<file path="config.mk">
export PLATFORM = sky130hd
export DESIGN_NAME = pcm_serial_tx
export DESIGN_NICKNAME = d
export VERILOG_FILES = /design/src/rtl/sat_pkg.sv /design/src/rtl/sat_bclk_gen.sv /design/src/rtl/sat_sample_buf.sv /design/src/rtl/pcm_serial_tx.sv
export SDC_FILE = /design/constraint.sdc
export NUM_CORES = 1
export LEC_CHECK = 0
export BUFFER_PORTS_ARGS = -buffer_cell sky130_fd_sc_hd__clkbuf_2
export CAP_MARGIN = 15
export CORE_UTILIZATION = 59
export CTS_BUF_LIST = sky130_fd_sc_hd__clkbuf_16
export CTS_CLUSTER_DIAMETER = 50
export DETAILED_ROUTE_END_ITERATION = 10
export GPL_ROUTABILITY_DRIVEN = 0
export GPL_TIMING_DRIVEN = 0
export PLACE_DENSITY = 0.8
export SETUP_SLACK_MARGIN = 0.05
export SYNTH_ARGS = -nofsm -noshare
export SYNTH_HDL_FRONTEND = slang
export SYNTH_SLANG_ARGS = --single-unit
</file>
<file path="constraint.sdc">
create_clock -name clk -period 4.99 [get_ports clk]
set_clock_uncertainty 0.2 [all_clocks]
set_input_delay 0.499 -clock clk [delete_from_list [all_inputs] [get_ports clk]]
set_output_delay 0.499 -clock clk [all_outputs]
set_load 0.005 [all_outputs]
</file>
<file path="src/rtl/sat_pkg.sv">
package sat_pkg;

    typedef enum logic [1:0] {
        ST_IDLE  = 2'd0,
        ST_LEFT  = 2'd1,
        ST_RIGHT = 2'd2,
        ST_BAD   = 2'd3
    } sat_state_e;

    typedef struct packed {
        logic wide;
        logic ws_inv;
        logic delay;
    } sat_cfg_t;

endpackage

</file>
<file path="src/rtl/sat_bclk_gen.sv">
module sat_bclk_gen #(
    parameter int DIV_W = 8
) (
    input  logic             clk,
    input  logic             rst_n,
    input  logic             idle,
    input  logic             frame_load,
    input  logic [DIV_W-1:0] half_in,
    output logic             bclk,
    output logic             fall_evt
);
    logic [DIV_W-1:0] cnt_q;
    logic [DIV_W-1:0] half_q;
    logic [DIV_W-1:0] half_eff;
    logic             bclk_q;
    logic             hit;

    assign half_eff = idle ? half_in : half_q;
    assign hit      = (cnt_q >= half_eff);
    assign fall_evt = hit && bclk_q;
    assign bclk     = bclk_q;

    always_ff @(posedge clk or negedge rst_n) begin
        if (!rst_n) begin
            cnt_q  <= '0;
            half_q <= '0;
            bclk_q <= 1'b0;
        end else begin
            if (idle || frame_load) begin
                half_q <= half_in;
            end
            if (hit) begin
                cnt_q  <= '0;
                bclk_q <= ~bclk_q;
            end else begin
                cnt_q  <= cnt_q + 1'b1;
            end
        end
    end

    // the divider count never runs past the active half period
    assert_cnt_bound_R1: assert property (@(posedge clk) disable iff (!rst_n)
        (!idle && !frame_load && $stable(half_q)) |-> (cnt_q <= half_q));

endmodule

</file>
<file path="src/rtl/sat_sample_buf.sv">
module sat_sample_buf #(
    parameter int SAMPLE_W = 20
) (
    input  logic                clk,
    input  logic                rst_n,
    input  logic                in_valid,
    input  logic [SAMPLE_W-1:0] in_left,
    input  logic [SAMPLE_W-1:0] in_right,
    input  logic                take,
    output logic                in_ready,
    output logic                full,
    output logic [SAMPLE_W-1:0] left,
    output logic [SAMPLE_W-1:0] right
);
    logic full_q;
    logic accept;

    assign in_ready = ~full_q;
    assign full     = full_q;
    assign accept   = in_valid && ~full_q;

    always_ff @(posedge clk or negedge rst_n) begin
        if (!rst_n) begin
            full_q <= 1'b0;
            left   <= '0;
            right  <= '0;
        end else if (accept) begin
            full_q <= 1'b1;
            left   <= in_left;
            right  <= in_right;
        end else if (take) begin
            full_q <= 1'b0;
        end
    end

    assert_accept_fills_R7: assert property (@(posedge clk) disable iff (!rst_n)
        (in_valid && in_ready) |=> (full && !in_ready));

    assert_take_drains_R7: assert property (@(posedge clk) disable iff (!rst_n)
        (take && full) |=> in_ready);

endmodule

</file>
<file path="src/rtl/pcm_serial_tx.sv">
module pcm_serial_tx #(
    parameter int SAMPLE_W = 20,
    parameter int DIV_W    = 8
) (
    input  logic                clk,
    input  logic                rst_n,
    input  logic                cfg_wide,
    input  logic                cfg_ws_inv,
    input  logic                cfg_delay,
    input  logic [DIV_W-1:0]    cfg_half,
    input  logic                in_valid,
    output logic                in_ready,
    input  logic [SAMPLE_W-1:0] in_left,
    input  logic [SAMPLE_W-1:0] in_right,
    input  logic                underrun_clr,
    output logic                bclk,
    output logic                ws,
    output logic                sd
,
    output logic                underrun
);
    import sat_pkg::*;

    localparam int NARROW_SLOT = 16;
    localparam int WIDE_SLOT   = 32;
    localparam int NARROW_BITS = (SAMPLE_W < NARROW_SLOT) ? SAMPLE_W : NARROW_SLOT;
    localparam int WIDE_BITS   = (SAMPLE_W < WIDE_SLOT) ? SAMPLE_W : WIDE_SLOT;
    localparam int KW          = $clog2(WIDE_SLOT);
    localparam logic [KW-1:0] NARROW_LAST = KW'(NARROW_SLOT - 1);
    localparam logic [KW-1:0] WIDE_LAST   = KW'(WIDE_SLOT - 1);

    sat_state_e          state_q, state_d;
    logic [KW-1:0]       k_q, k_d;
    sat_cfg_t            cfg_q;
    logic [SAMPLE_W-1:0] cur_l, cur_r;
    logic                tail_q;
    logic                underrun_q;
    logic                fall_evt;
    logic                buf_full;
    logic [SAMPLE_W-1:0] buf_l, buf_r;
    logic                slot_last;
    logic                frame_load;
    logic                take;
    logic                idle;
    logic                ws_c, sd_c;

    function automatic logic slot_bit(input logic [SAMPLE_W-1:0] s, input int idx, input logic wide);
        int bound;
        bound = wide ? WIDE_BITS : NARROW_BITS;
        if (idx >= 0 && idx < bound) begin
            return s[SAMPLE_W-1-idx];
        end
        return 1'b0;
    endfunction

    assign idle       = (state_q == ST_IDLE);
    assign slot_last  = (k_q == (cfg_q.wide ? WIDE_LAST : NARROW_LAST));
    assign frame_load = fall_evt && (idle || (state_q == ST_RIGHT && slot_last));
    assign take       = frame_load && buf_full;

    sat_bclk_gen #(.DIV_W(DIV_W)) u_bclk (
        .clk        (clk),
        .rst_n      (rst_n),
        .idle       (idle),
        .frame_load (frame_load),
        .half_in    (cfg_half),
        .bclk       (bclk),
        .fall_evt   (fall_evt)
    );

    sat_sample_buf #(.SAMPLE_W(SAMPLE_W)) u_buf (
        .clk      (clk),
        .rst_n    (rst_n),
        .in_valid (in_valid),
        .in_left  (in_left),
        .in_right (in_right),
        .take     (take),
        .in_ready (in_ready),
        .full     (buf_full),
        .left     (buf_l),
        .right    (buf_r)
    );

    // next-state logic
    always_comb begin
        state_d = state_q;
        k_d     = k_q;
        if (fall_evt) begin
            unique case (state_q)
                ST_IDLE: begin
                    state_d = ST_LEFT;
                    k_d     = '0;
                end
                ST_LEFT: begin
                    if (slot_last) begin
                        state_d = ST_RIGHT;
                        k_d     = '0;
                    end else begin
                        k_d = k_q + 1'b1;
                    end
                end
                ST_RIGHT: begin
                    if (slot_last) begin
                        state_d = ST_LEFT;
                        k_d     = '0;
                    end else begin
                        k_d = k_q + 1'b1;
                    end
                end
                ST_BAD: begin
                    state_d = ST_IDLE;
                    k_d     = '0;
                end
            endcase
        end
    end

    // state register and frame data
    always_ff @(posedge clk or negedge rst_n) begin
        if (!rst_n) begin
            state_q    <= ST_IDLE;
            k_q        <= '0;
            cfg_q      <= '0;
            cur_l      <= '0;
            cur_r      <= '0;
            tail_q     <= 1'b0;
            underrun_q <= 1'b0;
        end else begin
            state_q <= state_d;
            k_q     <= k_d;
            if (idle || frame_load) begin
                cfg_q <= '{wide: cfg_wide, ws_inv: cfg_ws_inv, delay: cfg_delay};
            end
            if (frame_load) begin
                tail_q <= idle ? 1'b0
                               : slot_bit(cur_r, (cfg_q.wide ? WIDE_SLOT : NARROW_SLOT) - 1, cfg_q.wide);
                cur_l  <= buf_full ? buf_l : '0;
                cur_r  <= buf_full ? buf_r : '0;
            end
            if (frame_load && !buf_full) begin
                underrun_q <= 1'b1;
            end else if (underrun_clr) begin
                underrun_q <= 1'b0;
            end
        end
    end

    // output logic
    always_comb begin
        ws_c = ~cfg_q.ws_inv;
        sd_c = 1'b0;
        unique case (state_q)
            ST_IDLE, ST_BAD: begin
                ws_c = ~cfg_q.ws_inv;
                sd_c = 1'b0;
            end
            ST_LEFT: begin
                ws_c = cfg_q.ws_inv;
                if (cfg_q.delay) begin
                    sd_c = (k_q == '0) ? tail_q : slot_bit(cur_l, int'(k_q) - 1, cfg_q.wide);
                end else begin
                    sd_c = slot_bit(cur_l, int'(k_q), cfg_q.wide);
                end
            end
            ST_RIGHT: begin
                ws_c = ~cfg_q.ws_inv;
                if (cfg_q.delay) begin
                    sd_c = (k_q == '0)
                         ? slot_bit(cur_l, (cfg_q.wide ? WIDE_SLOT : NARROW_SLOT) - 1, cfg_q.wide)
                         : slot_bit(cur_r, int'(k_q) - 1, cfg_q.wide);
                end else begin
                    sd_c = slot_bit(cur_r, int'(k_q), cfg_q.wide);
                end
            end
        endcase
    end

    assign ws       = ws_c;
    assign sd       = sd_c;
    assign underrun = underrun_q;

    assert_sd_hold_R6: assert property (@(posedge clk) disable iff (!rst_n)
        (!fall_evt && !idle) |=> $stable(sd));

    assert_ws_hold_R6: assert property (@(posedge clk) disable iff (!rst_n)
        (!fall_evt && !idle) |=> $stable(ws));

    assert_frame_start_R4: assert property (@(posedge clk) disable iff (!rst_n)
        frame_load |=> (state_q == ST_LEFT && k_q == '0 && !bclk));

    assert_underrun_set_R8: assert property (@(posedge clk) disable iff (!rst_n)
        (frame_load && !buf_full) |=> underrun);

    assert_k_in_slot_R3: assert property (@(posedge clk) disable iff (!rst_n)
        (state_q != ST_IDLE) |-> (k_q <= (cfg_q.wide ? WIDE_LAST : NARROW_LAST)));

endmodule

</file>
======== Word level (Yosys, flattened, before mapping) ========
Cells that the tools add are included.
word-level totals
  register bits after elaboration ......... 110
  bits of input ports ..................... 55
  output and inout port bits .............. 5
  logic and storage cells ................. 124
cells by class
  add/sub/neg operators ................... 7
  order comparisons ....................... 9
  eq/ne operators ......................... 6
  multiplexer cells ....................... 65
  bitwise logic cells ..................... 3
  reduce and logical (&&, ||, !) cells .... 19
operators with widths
  cell                                                                   number
  1-bit two-way mux                                                      45
  20-bit two-way mux                                                     2
  1-bit binary-select mux with 5-bit select                              6
  8-bit two-way mux                                                      2
  5-bit two-way mux                                                      2
  5-bit one-hot mux with 2 select lines                                  1
  8-bit by 1-bit adder with 8-bit output, second input constant          1
  8-bit >= comparator                                                    1
  1-bit logical AND                                                      8
  8-bit by 7-bit < comparator with 1-bit output, second input constant   1
  2-bit one-hot mux with 4 select lines                                  1
  6-bit by 7-bit subtractor with 8-bit output, first input constant      1
  7-bit by 1-bit >= comparator with 1-bit output, second input constant  1
  6-bit by 7-bit < comparator with 1-bit output, second input constant   1
  7-bit by 6-bit < comparator with 1-bit output                          1
  7-bit < comparator, second input constant                              1
  6-bit by 1-bit subtractor with 7-bit output, second input constant     1
  6-bit by 6-bit subtractor with 7-bit output, first input constant      1
  6-bit by 1-bit >= comparator with 1-bit output, second input constant  1
  6-bit < comparator                                                     1
  6-bit two-way mux                                                      1
  5-bit by 1-bit subtractor with 6-bit output, second input constant     1
  5-bit by 5-bit subtractor with 6-bit output, first input constant      1
  5-bit by 1-bit adder with 5-bit output, second input constant          1
  other kinds (18)                                                       26

======== Longest topological paths before layout ========
Gate-level depths: netlist of run 1.
  depth after elaboration ................. 11
  depth in mapped cells ................... 15
  mapped depth without buffers ............ 12

======== By module ========
A second synthesis of run 1 with hierarchy kept.
unflattened totals
  cells, all modules ...................... 517
  area total of the unflattened synthesis .. 5880.6 sq um
modules (own cells, without submodules)
  module          instances  cells each  area an instance (sq um)
  pcm_serial_tx   1          349         3231.8
  sat_sample_buf  1          89          1696.6
  sat_bclk_gen    1          79          952.2

======== Least setup slack after synthesis of run 1 ========
Ideal clock, no wire load.
  path type ............................... register -> output
  from .................................... register k_q[0]
  to ...................................... output port sd
  data arrival time ....................... 3.100 ns
  data required time ...................... 4.291 ns
  path slack .............................. 1.191 ns
  stages on the path, launching flop included .. 16
  cells stage by stage .................... dfrtp_1 buf_2 buf_6 buf_2 inv_1 ha_1 xor2_2 inv_1 ha_1 xnor2_1 xnor2_1 o211ai_1 nor2_1 nor4b_1 o41ai_2 o311a_1
between the ends
  cells in the longest elaborated chain, start to end .. 10
ends and longest elaborated chain
  element                                                                         RTL line                                                         source
  start, declared                                                                 pcm_serial_tx.sv:33                                              logic [KW-1:0] k_q, k_d;
  start signal, assigned                                                          pcm_serial_tx.sv:130                                             k_q <= k_d;
  5-bit by 1-bit subtractor with 6-bit output                                     pcm_serial_tx.sv:160, pcm_serial_tx.sv:170
  6-bit by 6-bit subtractor with 7-bit output, or another cell as far along       pcm_serial_tx.sv:51                                              return s[SAMPLE_W-1-idx];
  1-bit binary-select mux with 5-bit select or 1-bit logical AND (tied branches)  pcm_serial_tx.sv:51, pcm_serial_tx.sv:50
  1-bit two-way mux (on tied branches)                                            pcm_serial_tx.sv:51, pcm_serial_tx.sv:50
  1-bit two-way mux (on tied branches)                                            pcm_serial_tx.sv:51, pcm_serial_tx.sv:159, pcm_serial_tx.sv:167
  1-bit two-way mux (on tied branches)                                            pcm_serial_tx.sv:50, pcm_serial_tx.sv:152
  1-bit two-way mux                                                               pcm_serial_tx.sv:53                                              return 1'b0;
  1-bit two-way mux (on tied branches)                                            pcm_serial_tx.sv:169, pcm_serial_tx.sv:160
  1-bit two-way mux (on tied branches)                                            pcm_serial_tx.sv:167, pcm_serial_tx.sv:159
  1-bit one-hot mux with 3 select lines *                                         pcm_serial_tx.sv:152                                             unique case (state_q)
  end, declared                                                                   pcm_serial_tx.sv:18                                              output logic sd
Every way passes the cells marked *; elsewhere a longest branch is shown, timed or not. The select of a mux whose other input is x is not followed.

======== Worst setup path after layout of run 1 ========
Same ends and word-level chain as after synthesis.

==> results of run 1 <==
==> timing repair <==
item                                    CTS  global route
gates cloned                              0             0
gates resized for setup                   1             2
buffers inserted                          0             2
endpoints found under the setup margin    1             1
==> power by group through the flow <==
stage / combinational (mW) / sequential, mW / clock (mW)
finish: 1.78 / 1.54 / 0.701
global route: 1.96 / 1.59 / 0.745
CTS: 1.73 / 1.54 / 0.714
detailed placement: 1.69 / 1.55 / 0
global placement: 1.62 / 1.52 / 0
floorplan: 1.35 / 1.44 / 0
==> cell type report <==
cell class              instances  area (sq um)
plain buffers                  32           136
clock buffers                   9           225
clock inverters                 6          62.6
fillers                       673          2840
inverters                      13          48.8
multi-input cells             347          2690
flip-flops and latches        110          2750
well taps                     129           161
repair buffers                 61           319
==> worst max-delay path, delay by kind of cell, from the launching register on <==
family,cells,cell delay (ns)
flip-flops,1,0.35
buffers and inverters,6,1.37
multiplexers,2,0.92
AO/OA/AOI/OAI,3,0.69
adder cells (fa/ha/maj),1,0.34
==> through the flow <==
stage                     instance area, sq um  cells   util  total power [mW]
final                                     6400    707  0.692              4.02
after global routing                      6400    707  0.692              4.30
after CTS                                 6370    705  0.690              3.98
after detailed placement                  6070    690  0.657              3.24
after global placement                    6060    690  0.656              3.14
after floorplan                           5610    502      -              2.80
==> routing by layer <==
layer,part of all wire,GRT usage
met1,0.42,0.345
met2,0.50,0.438
met3,0.053,0.0429
met4,0.026,0.109
met5,0,0
==> cell usage in the layout (no fill, tap or decap), types with 3 or more instances in the layout <==
master and count:
a21o_1 4, a21oi_1 7, a22o_1 4, buf_2 4, clkbuf_1 26, clkbuf_16 9, clkbuf_2 58, dfrtp_1 110
ha_1 19, inv_1 14, mux2_2 52, mux2i_1 9, mux4_1 4, mux4_2 17, nand2_1 98, nand3_1 11
nor2_1 20, nor2b_1 6, nor3_1 3, o211ai_1 3, o21ai_0 46, o22ai_1 3, xnor2_1 5, xor2_1 7
==> registers in the layout, indices dropped and copies added (netlist names) <==
| signal | cells |
|---|---|
| cur_l | 20 |
| cur_r | 20 |
| u_buf.left | 20 |
| u_buf.right | 20 |
| u_bclk.cnt_q | 8 |
| u_bclk.half_q | 8 |
| k_q | 5 |
| cfg_q | 3 |
| state_q | 2 |
| tail_q | 1 |
| u_bclk.bclk | 1 |
| u_buf.full | 1 |
| underrun | 1 |
==> cells by family after synthesis <==
family	after synthesis
flops	110
fa+ha+maj	19
compound gates	83
buf+inv	45
mux	82
simple gates	149
xor+xnor	14
==> final timing paths <==
path	from	to	slack, ns
hold reg to reg	cur_r[15]$_DFFE_PN0P_	cur_r[15]$_DFFE_PN0P_	0.30
min in group clk	underrun_clr	underrun$_DFFE_PN0P_	0.13
setup reg to reg	state_q[1]$_DFFE_PN0P_	cur_l[13]$_DFFE_PN0P_	0.58
hold / removal	rst_n	state_q[0]$_DFFE_PN0P_	0.007
max in group asynchronous	rst_n	k_q[4]$_DFFE_PN0P_	3.92
setup / recovery	k_q[0]$_DFFE_PN0P_	sd	0.27
==> summary.txt, run 1 <==
Status
  – Run status: finished clean

Logic synthesis
  – Avg Synthesized Cell Area: ~11 sq um
  – Mux contribution to synthesized area: 0.208
  – Largest area contributor in the netlist: dfrtp_1
  – Mapped Area: 5610 sq um
  – Top cell type's share of synthesized area: 0.491
  – Post-Synth XOR/XNOR Area: 0.0232
  – Post-Synth Simple-Gate Area: 0.113
  – Share of synthesized registers carrying an async set or reset: 1.00
  – Yosys Warn Count: 0
  – Synth Area in Compound Gates: 0.0906
  – Most used DFF post-synth: dfrtp_1
  – Most instantiated cells after synthesis: 110 x dfrtp_1, 98 x nand2_1, 52 x mux2_2
  – Leading cell types by total area after synthesis: dfrtp_1 49%, mux2_2 10%, mux4_2 6.8%
  – Post-synth EDFFs: 0
  – Post-Syn Instances: 502
  – Largest family of logic cells by synthesized area: multiplexers
  – Netlist cell types: 47
  – Synthesized Nets: 576
  – Most common cell in the synthesized netlist: dfrtp_1
  – Register area share after synthesis: 0.491
  – Synth Register Bits: 110
  – Adder-Cell Fraction of Synth Area: 0.0424

STA
  – Tcrit/Tclk final: 0.947
  – Worst-margin pin slew: 0.887 ns
  – RSZ-0062 raised after global routing: false
  – Max-slew headroom: 0.408
  – TNS Setup: 0 ns
  – Final Hold Viols: 0
  – Final period demand of the worst path: 4.72 ns
  – Pins Over Slew Limit: 0
  – Fmax: 212 MHz
  – Final setup violation count: 0
  – PnR worst setup slack: 0.267 ns
  – Hold WS: 0.00693 ns

Global route
  – Largest net degree at the start of global routing: 111
  – Global-route wire length before repair: 20.0 mm
  – Vias in the first global route: roughly 4,100
  – Gr usage total: 0.262
  – Initial antenna violation count: 0
  – GRT Residual Overflow: 0

Critical path
  – Slowest stage cell, crit path: mux4_2
  – Crit path max fanout: 10
  – Slowest stage delay, CP: roughly 0.50 ns
  – Worst Path Required: approximately 4.3 ns
  – Worst-path cell chain: buf_2, buf_6, clkbuf_4, inv_1, ha_1, clkbuf_1, mux4_2, mux4_2, a22o_1, a22o_1, o311a_1, clkbuf_2
  – CP Capture Type: output port
  – FF-to-FF path depth: 13
  – CP Class: reg -> out
  – Crit start category: register
  – CP arrival: between 4 and 5 ns

Drt
  – Vias: 4,176
  – Drt first pass iters: 5
  – WL final: 11.9 mm
  – DRT iter0 DRCs: 341
  – Post-route ant nets: 0
  – Drc violations: 0
  – Drt wl/cell: around 17 um
  – Via density: 5.91

Clock tree
  – Cts bufs inserted: 9
  – H-tree Lvls: 3
  – Clock latency at the later pin of the worst-skew pair: 0.35 ns
  – Max Buffers Root-to-Sink: 2
  – CTS tree: built
  – Clock root buffer: clkbuf_16
  – Clk pin slew, worst setup/hold paths: 0.07 ns
  – Clk sinks: 110
  – Hold buffer count at CTS: 0

Floorplanning
  – Die ar.: a little under 10,000 sq um
  – Core Footprint: 9240 sq um
  – Floorplan row count: 35
  – Die H: 99.5 um
  – Die X: a little under 100 um
  – I/O pins: 60
  – Initial Util: 0.607

Pwr
  – Pleak: 2.98 nW
  – Power per cell area: 629 nW/um^2
  – Sw Ratio: 0.372
  – Max VDD drop: 300 uV
  – Clock power frac: 0.174
  – Switching power: between 1 and 1.5 mW
  – Gate power share: 0.443
  – Internal power: 2.52 mW
  – Seq pwr share: 0.383

Placed design
  – Worst slack, placed: 0.419 ns
  – Post-DP HPWL: 8.37 mm
  – Buffers added on ports: 59

Hold path
  – Worst hold path type: in -> async

Layout
  – Proportion of layout cells with a drive suffix above 1: 0.265
  – Antenna Cells: 0
  – Nets@finish: 648
  – P&R area growth vs syn: 14.1%

Flow run
  – Max_cap viols: 0
Power figures use the tool's default switching activity.
==> run 2: changes to the inputs <==
- REMOVE_ABC_BUFFERS: unset -> 1
- SYNTH_HIERARCHICAL: unset -> 1
==> run 2 against run 1 <==
Count of clock-buffer cells in the layout did not move; the run now ends with DRC left; global-route usage shrank 3.0 points; combinational power is 7% lower; clock power down 5.1%.
==> summary.txt, run 2 <==
Logic synthesis
  – Synth Register Bits: 110 (unchanged)
  – Post-synth EDFFs: 0 (unchanged)
  – Register area share after synthesis: 0.468 (was 0.491)
  – Top cell type's share of synthesized area: 0.468 (was 0.491)
  – Share of synthesized registers carrying an async set or reset: 1.00 (unchanged)
  – Most common cell in the synthesized netlist: dfrtp_1 (unchanged)
  – Mapped Area: 5880 sq um (was 5610 sq um)
  – Netlist cell types: 54 (was 47)
  – Avg Synthesized Cell Area: 11.4 sq um (was 11.2 sq um)
  – Yosys Warn Count: 6 (was 0)
  – Mux contribution to synthesized area: 0.218 (was 0.208)
  – Largest area contributor in the netlist: dfrtp_1 (unchanged)
  – Most instantiated cells after synthesis: 110 x dfrtp_1, 102 x nand2_1, 55 x nand3_1 (was 110 x dfrtp_1, 98 x nand2_1, 52 x mux2_2)
  – Leading cell types by total area after synthesis: dfrtp_1 47%, mux2_4 10%, nand2_1 6.5% (was dfrtp_1 49%, mux2_2 10%, mux4_2 6.8%)
  – Largest family of logic cells by synthesized area: multiplexers (unchanged)
  – Most used DFF post-synth: dfrtp_1 (unchanged)
  – Adder-Cell Fraction of Synth Area: 0.0404 (was 0.0424)
  – Post-Syn Instances: 517 (was 502)
  – Synth Area in Compound Gates: 0.0543 (was 0.0906)
  – Post-Synth XOR/XNOR Area: 0.0191 (was 0.0232)
  – Post-Synth Simple-Gate Area: 0.158 (was 0.113)

Floorplanning
  – Core Footprint: 9730 sq um (was 9240 sq um)
  – I/O pins: 60 (unchanged)
  – Die ar.: 10,400 sq um (was 9900 sq um)
  – Die H: 102 um (was 99.5 um)
  – Die X: 102 um (was 99.5 um)
  – Initial Util: 0.604 (was 0.607)
  – Floorplan row count: 36 (was 35)

Critical path
  – CP Capture Type: output port (unchanged)
  – CP Class: reg -> out (unchanged)
  – CP arrival: 3.87 ns (was 4.02 ns)
  – Crit path max fanout: 18 (was 10)
  – Crit start category: register (unchanged)
  – Worst Path Required: 4.29 ns (about the same)

Global route
  – Busiest layer in global routing: met2 (unchanged)
  – GR Util met3: 0.0349 (was 0.0429)
  – Largest net degree at the start of global routing: 111 (unchanged)
  – Met2 Usage GRT: 0.392 (was 0.438)
  – GRT met1 Usage: 0.306 (was 0.345)
  – Vias in the first global route: 3,948 (was 4,106)
  – Gr usage total: 0.232 (was 0.262)
  – Initial antenna violation count: 0 (unchanged)
  – GRT Residual Overflow: 0 (unchanged)
  – Global-route wire length before repair: 18.5 mm (was 20.0 mm)

Clock tree
  – Hold buffer count at CTS: 0 (unchanged)
  – Max Buffers Root-to-Sink: 2 (unchanged)
  – H-tree Lvls: 3 (unchanged)
  – Clk sinks: 110 (unchanged)
  – Clock latency at the later pin of the worst-skew pair: 0.34 ns (was 0.35 ns)
  – CTS tree: built (unchanged)
  – Clk pin slew, worst setup/hold paths: 0.07 ns (about the same)
  – Clock root buffer: clkbuf_16 (unchanged)
  – Cts bufs inserted: 9 (unchanged)
  – Setup Buffers After CTS: 0 (unchanged)

Status
  – Run status: finished, violations left (was finished clean)
  – Failing checks: DRC

Hold path
  – Worst hold path type: in -> async (unchanged)

STA
  – Worst-margin pin slew: 0.833 ns (was 0.887 ns)
  – Final setup violation count: 0 (unchanged)
  – TNS Setup: 0 ns (unchanged)
  – RSZ-0062 raised after global routing: false (unchanged)
  – Pins Over Slew Limit: 0 (unchanged)
  – Final period demand of the worst path: 4.57 ns (was 4.72 ns)
  – Fmax: 219 MHz (was 212 MHz)
  – Tcrit/Tclk final: 0.915 (was 0.947)
  – Max-slew headroom: 0.445 (was 0.408)
  – Final Hold Viols: 0 (unchanged)

Layout
  – Proportion of layout cells with a drive suffix above 1: 0.283 (was 0.265)
  – Final Cell Area: 6540 sq um (was 6400 sq um)
  – Nets@finish: 635 (was 648)
  – Most frequent cells in the layout: 110 x dfrtp_1, 102 x nand2_1, 58 x clkbuf_2 (was 110 x dfrtp_1, 98 x nand2_1, 58 x clkbuf_2)
  – Commonest non-fill, non-tap cell in the layout: dfrtp_1 (unchanged)
  – P&R area growth vs syn: 11.2% (was 14.1%)
  – Antenna Cells: 0 (unchanged)
  – Fill cells: 741 (was 673)

Pwr
  – Overall power: 3.90 mW (was 4.02 mW)
  – Pleak: 3.15 nW (was 2.98 nW)
  – Power per cell area: 596 nW/um^2 (was 629 nW/um^2)
  – Max VDD drop: 269 uV (was 300 uV)

Drt
  – Post-route ant nets: 0 (unchanged)
  – Drt wl/cell: 16.2 um (was 16.8 um)
  – WL final: 11.3 mm (was 11.9 mm)
  – Via density: 5.89 (was 5.91)
  – Drt first pass iters: 11 (was 5)
  – Drc violations: 1 (was 0)
  – Vias: 4,119 (was 4,176)
  – DRT iter0 DRCs: 303 (was 341)

Placed design
  – Placed cell areas: 6240 sq um (was 6070 sq um)
  – Buffers added on ports: 59 (unchanged)
  – Post-DP HPWL: 7.65 mm (was 8.37 mm)

Flow run
  – Max_cap viols: 0 (unchanged)
run 2: changes by cell type in the layout (fill, tap and decap cells not counted), moves of 4 or more:
cell / before / now
mux2_2: 52 / 14
o21ai_0: 46 / 7
nand2_1: 98 / 102
mux2i_1: 9 / 18
a21o_1: 4 / 0
mux2_4: 0 / 39
mux4_1: 4 / 0
nand3_1: 11 / 55
and2_1: 0 / 4
buf_2: 4 / 0
clkbuf_1: 26 / 0
a22o_1: 4 / 0
run 2: worst max-delay path: stages, from the launching register on:
cell and delay (ns):
dfrtp_1 0.82, buf_16 0.25, inv_1 0.10, ha_1 0.30, xor2_2 0.30, inv_1 0.13
ha_1 0.27, or2b_1 0.25, o21ai_0 0.17, a22oi_1 0.10, nor2_1 0.15, a222oi_1 0.10
o22a_1 0.24, a21oi_2 0.19, clkbuf_2 0.14
run 2: timing repair:
action / 4_1_cts / 5_1_grt
resized for setup: 2 / 1
cloned: 0 / 1
setup endpoints to repair: 53 / 11
run 2: where the power goes:
part | total [mW] | switching (mW) | leakage (nW) | internal (mW)
Combinational | 1.65 | 0.776 | 1.64 | 0.879
Clock | 0.665 | 0.324 | 0.140 | 0.341
Sequential | 1.58 | 0.326 | 1.37 | 1.25
run 2: cell families (layout without fill, tap and decap cells):
group,Yosys count,after routing
compound gates,39,39
xor+xnor,12,12
fa+ha+maj,19,19
buf+inv,45,93
flops,110,110
mux,87,87
simple gates,205,206
run 2: per-layer routing:
| layer | wire (um) | share of wire |
|---|---|---|
| met3 | 639 | 0.056 |
| met5 | 0 | 0 |
| met4 | 161 | 0.014 |
| met1 | 4880 | 0.43 |
| met2 | 5660 | 0.50 |
run 2: layout make-up:
class	instances	area (sq um)	area share
clock inverter	7	52.6	0.00803
multi-input combinational	363	2910	0.444
timing repair buffer	62	379	0.0580
sequential	110	2750	0.421
clock buffer	9	225	0.0344
tap	133	166	0.0254
inverter	15	58.8	0.00899
run 2: final timing paths:
path	from	endpoint	slack, ns	cells past startpoint
worst max-delay path	k_q[0]$_DFFE_PN0P_	sd	0.42	14
max in group asynchronous	rst_n	cur_l[4]$_DFFE_PN0P_	3.97	1
worst max register to register	state_q[1]$_DFFE_PN0P_	u_bclk/half_q[0]$_DFFE_PN0P_	0.47	12
worst min-delay path	rst_n	u_buf/left[12]$_DFFE_PN0P_	0.06	1
worst min register to register	tail_q$_DFFE_PN0P_	tail_q$_DFFE_PN0P_	0.28	2
min in group clk	underrun_clr	underrun$_DFFE_PN0P_	0.14	2
run 2: per-stage QoR:
stage / setup slack, ns / std cells / util / hold slack, ns
after detailed placement: -0.376 / 682 / 0.642 / 0.254
after global placement: -1.09 / 679 / 0.632 / 0.254
after CTS: 0.135 / 698 / 0.671 / 0.105
after floorplan: -0.00797 / 487 / - / 0.00341
after global routing: 0.0834 / 699 / 0.672 / 0.142
final: 0.425 / 699 / 0.672 / 0.0626
==> run 3: changes to the inputs <==
- MAX_ROUTING_LAYER: unset -> met4
==> run 3 against run 2 <==
The flow still finishes with violations (DRC); global-route usage rose by 0.71 points; setup slack better by 0.0061 ns; design area unchanged; sequential cell count unchanged; via count down 0.95%; non-clock buffer count is the same; largest cell class unchanged.
==> summary.txt, run 3 (synthesized netlist as in run 2, its figures left out) <==
Status
  – Run status: finished, violations left (unchanged)
  – Failing checks: DRC (unchanged)

Layout
  – Nets@finish: 635 (unchanged)
  – Final Cell Area: 6540 sq um (unchanged)
  – Non-Filler Instances: 699 (unchanged)
  – Commonest non-fill, non-tap cell in the layout: dfrtp_1 (unchanged)
  – Proportion of layout cells with a drive suffix above 1: 0.283 (unchanged)
  – Antenna Cells: 0 (unchanged)
  – Most frequent cells in the layout: 110 x dfrtp_1, 102 x nand2_1, 58 x clkbuf_2 (unchanged)
  – P&R area growth vs syn: 11.2% (unchanged)

Critical path
  – Worst Path Required: 5.01 ns (was 4.29 ns)
  – Slowest stage delay, CP: 0.61 ns (was 0.82 ns)
  – CP Capture Type: register (was output port)
  – Worst-path cell chain: inv_1, ha_2, mux2_2, ha_1, nand2b_1, a2111oi_2, o41ai_4, and2_1, nand2b_4, inv_4, nor2_2, mux2_2 (was buf_16, inv_1, ha_1, xor2_2, inv_1, ha_1, or2b_1, o21ai_0, a22oi_1, nor2_1, a222oi_1, o22a_1, a21oi_2, clkbuf_2)
  – CP arrival: 4.58 ns (was 3.87 ns)
  – Cell mode on critical path: mux2_2
  – CP Class: reg -> reg (was reg -> out)
  – Crit path max fanout: 44 (was 18)
  – Crit start category: register (unchanged)
  – Slowest stage cell, crit path: o41ai_4 (was dfrtp_1)

STA
  – Final Hold Viols: 0 (unchanged)
  – Hold WS: 0.0342 ns (was 0.0626 ns)
  – Max-slew headroom: 0.437 (was 0.445)
  – Fmax: 219 MHz (about the same)
  – Pins Over Slew Limit: 0 (unchanged)
  – Final period demand of the worst path: 4.56 ns (was 4.57 ns)
  – RSZ-0062 raised after global routing: false (unchanged)
  – Worst-margin pin slew: 0.844 ns (was 0.833 ns)
  – Tcrit/Tclk final: 0.914 (was 0.915)
  – TNS Setup: 0 ns (unchanged)
  – Final setup violation count: 0 (unchanged)

Drt
  – WL final: 11.3 mm (about the same)
  – Via density: 5.84 (was 5.89)
  – Vias: 4,080 (was 4,119)
  – Post-route ant nets: 0 (unchanged)
  – WL met1: 4.94 mm (was 4.88 mm)
  – Top Metal Used: met4 (unchanged)
  – Met3 WL: 565 um (was 639 um)
  – DRT iter0 DRCs: 287 (was 303)
  – Drt wl/cell: 16.2 um (about the same)
  – Drt first pass iters: 8 (was 11)
  – Drc violations: 1 (unchanged)
  – WL met2: 5.70 mm (was 5.66 mm)

Floorplanning
  – Die X: 102 um (unchanged)
  – Initial Util: 0.604 (unchanged)
  – Die ar.: 10,400 sq um (unchanged)
  – Core Footprint: 9730 sq um (unchanged)
  – I/O pins: 60 (unchanged)
  – Floorplan row count: 36 (unchanged)
  – Die H: 102 um (unchanged)

Clock tree
  – Setup Buffers After CTS: 0 (unchanged)
  – CTS tree: built (unchanged)
  – Clock root buffer: clkbuf_16 (unchanged)
  – Cts bufs inserted: 9 (unchanged)
  – Clk pin slew, worst setup/hold paths: 0.07 ns (about the same)
  – H-tree Lvls: 3 (unchanged)
  – Max Buffers Root-to-Sink: 2 (unchanged)
  – Clk sinks: 110 (unchanged)
  – Hold buffer count at CTS: 0 (unchanged)
  – Clock latency at the later pin of the worst-skew pair: 0.34 ns (about the same)

Global route
  – GRT Residual Overflow: 0 (unchanged)
  – Initial antenna violation count: 0 (unchanged)
  – Gr usage total: 0.239 (was 0.232)
  – Vias in the first global route: 3,956 (was 3,948)
  – Largest net degree at the start of global routing: 111 (unchanged)
  – Global-route wire length before repair: 18.4 mm (was 18.5 mm)

Placed design
  – Buffers added on ports: 59 (unchanged)
  – Post-DP HPWL: 7.65 mm (unchanged)
  – Placed cell areas: 6240 sq um (unchanged)
  – Cell Count Post-Placement: 682 (unchanged)

Hold path
  – Worst hold path type: in -> async (unchanged)

Pwr
  – Pleak: 3.15 nW (unchanged)
  – Power per cell area: 597 nW/um^2 (was 596 nW/um^2)
  – Max VDD drop: 270 uV (was 269 uV)
  – Overall power: 3.90 mW (about the same)

Flow run
  – Max_cap viols: 0 (unchanged)
==> run 3: cell counts in the layout (fill, tap and decap cells not counted) <==
Identical to the previous run, type by type.
==> run 3: stage by stage <==
step / setup slack, ns / util
4_1_cts: 0.135 / 0.671
5_1_grt: 0.0845 / 0.672
3_3_place_gp: -1.09 / 0.632
6_report: 0.431 / 0.672
2_1_floorplan: -0.00797 / -
3_5_place_dp: -0.376 / 0.642
==> run 3: worst max-delay path, delay by kind of cell (launching register included) <==
family                     cells  cell delay [ns]
buffers and inverters          2             0.55
AOI/OAI and AO/OA              2             0.69
adders and majority gates      2             0.66
and+or+nand+nor                4             1.21
DFF                            1             0.42
muxes                          2             0.70
==> run 3: area by class of cell <==
cell class | instances | area [sq um]
Fill cell | 741 | 3190
Multi-Input combinational cell | 363 | 2910
Sequential cell | 110 | 2750
Timing Repair Buffer | 62 | 379
Clock buffer | 9 | 225
Tap cell | 133 | 166
Inverter | 15 | 58.8
Clock inverter | 7 | 52.6
==> run 3: worst paths after layout <==
| kind | from | endpoint | slack [ns] | depth (start not counted) |
|---|---|---|---|---|
| max in group asynchronous | rst_n | u_buf/left[3]$_DFFE_PN0P_ | 3.95 | 1 |
| worst min register to register | tail_q$_DFFE_PN0P_ | tail_q$_DFFE_PN0P_ | 0.28 | 2 |
| min in group clk | underrun_clr | underrun$_DFFE_PN0P_ | 0.14 | 2 |
| worst min-delay path | rst_n | u_buf/left[13]$_DFFE_PN0P_ | 0.03 | 1 |
| worst max register to register | state_q[1]$_DFFE_PN0P_ | u_bclk/half_q[2]$_DFFE_PN0P_ | 0.43 | 12 |
| worst max-delay path | state_q[1]$_DFFE_PN0P_ | u_bclk/half_q[2]$_DFFE_PN0P_ | 0.43 | 12 |
==> run 3: per-layer routing <==
layer	vias up	GRT usage
li1	1907	-
met1	2028	0.305
met2	127	0.392
met3	18	0.0349
met4	0	0.0857
met5	-	-
==> run 3: timing repair <==
action,4_1_cts,5_1_grt
cloned,0,1
resized for setup,2,1
endpoints found under the setup margin,53,11
==> run 3: where the power goes <==
| group | total, mW | switching, mW | leakage (nW) | internal [mW] |
|---|---|---|---|---|
| Clock | 0.668 | 0.326 | 0.140 | 0.342 |
| Sequential | 1.58 | 0.324 | 1.37 | 1.25 |
| Combinational | 1.66 | 0.779 | 1.64 | 0.879 |
| Total | 3.90 | 1.43 | 3.15 | 2.47 |
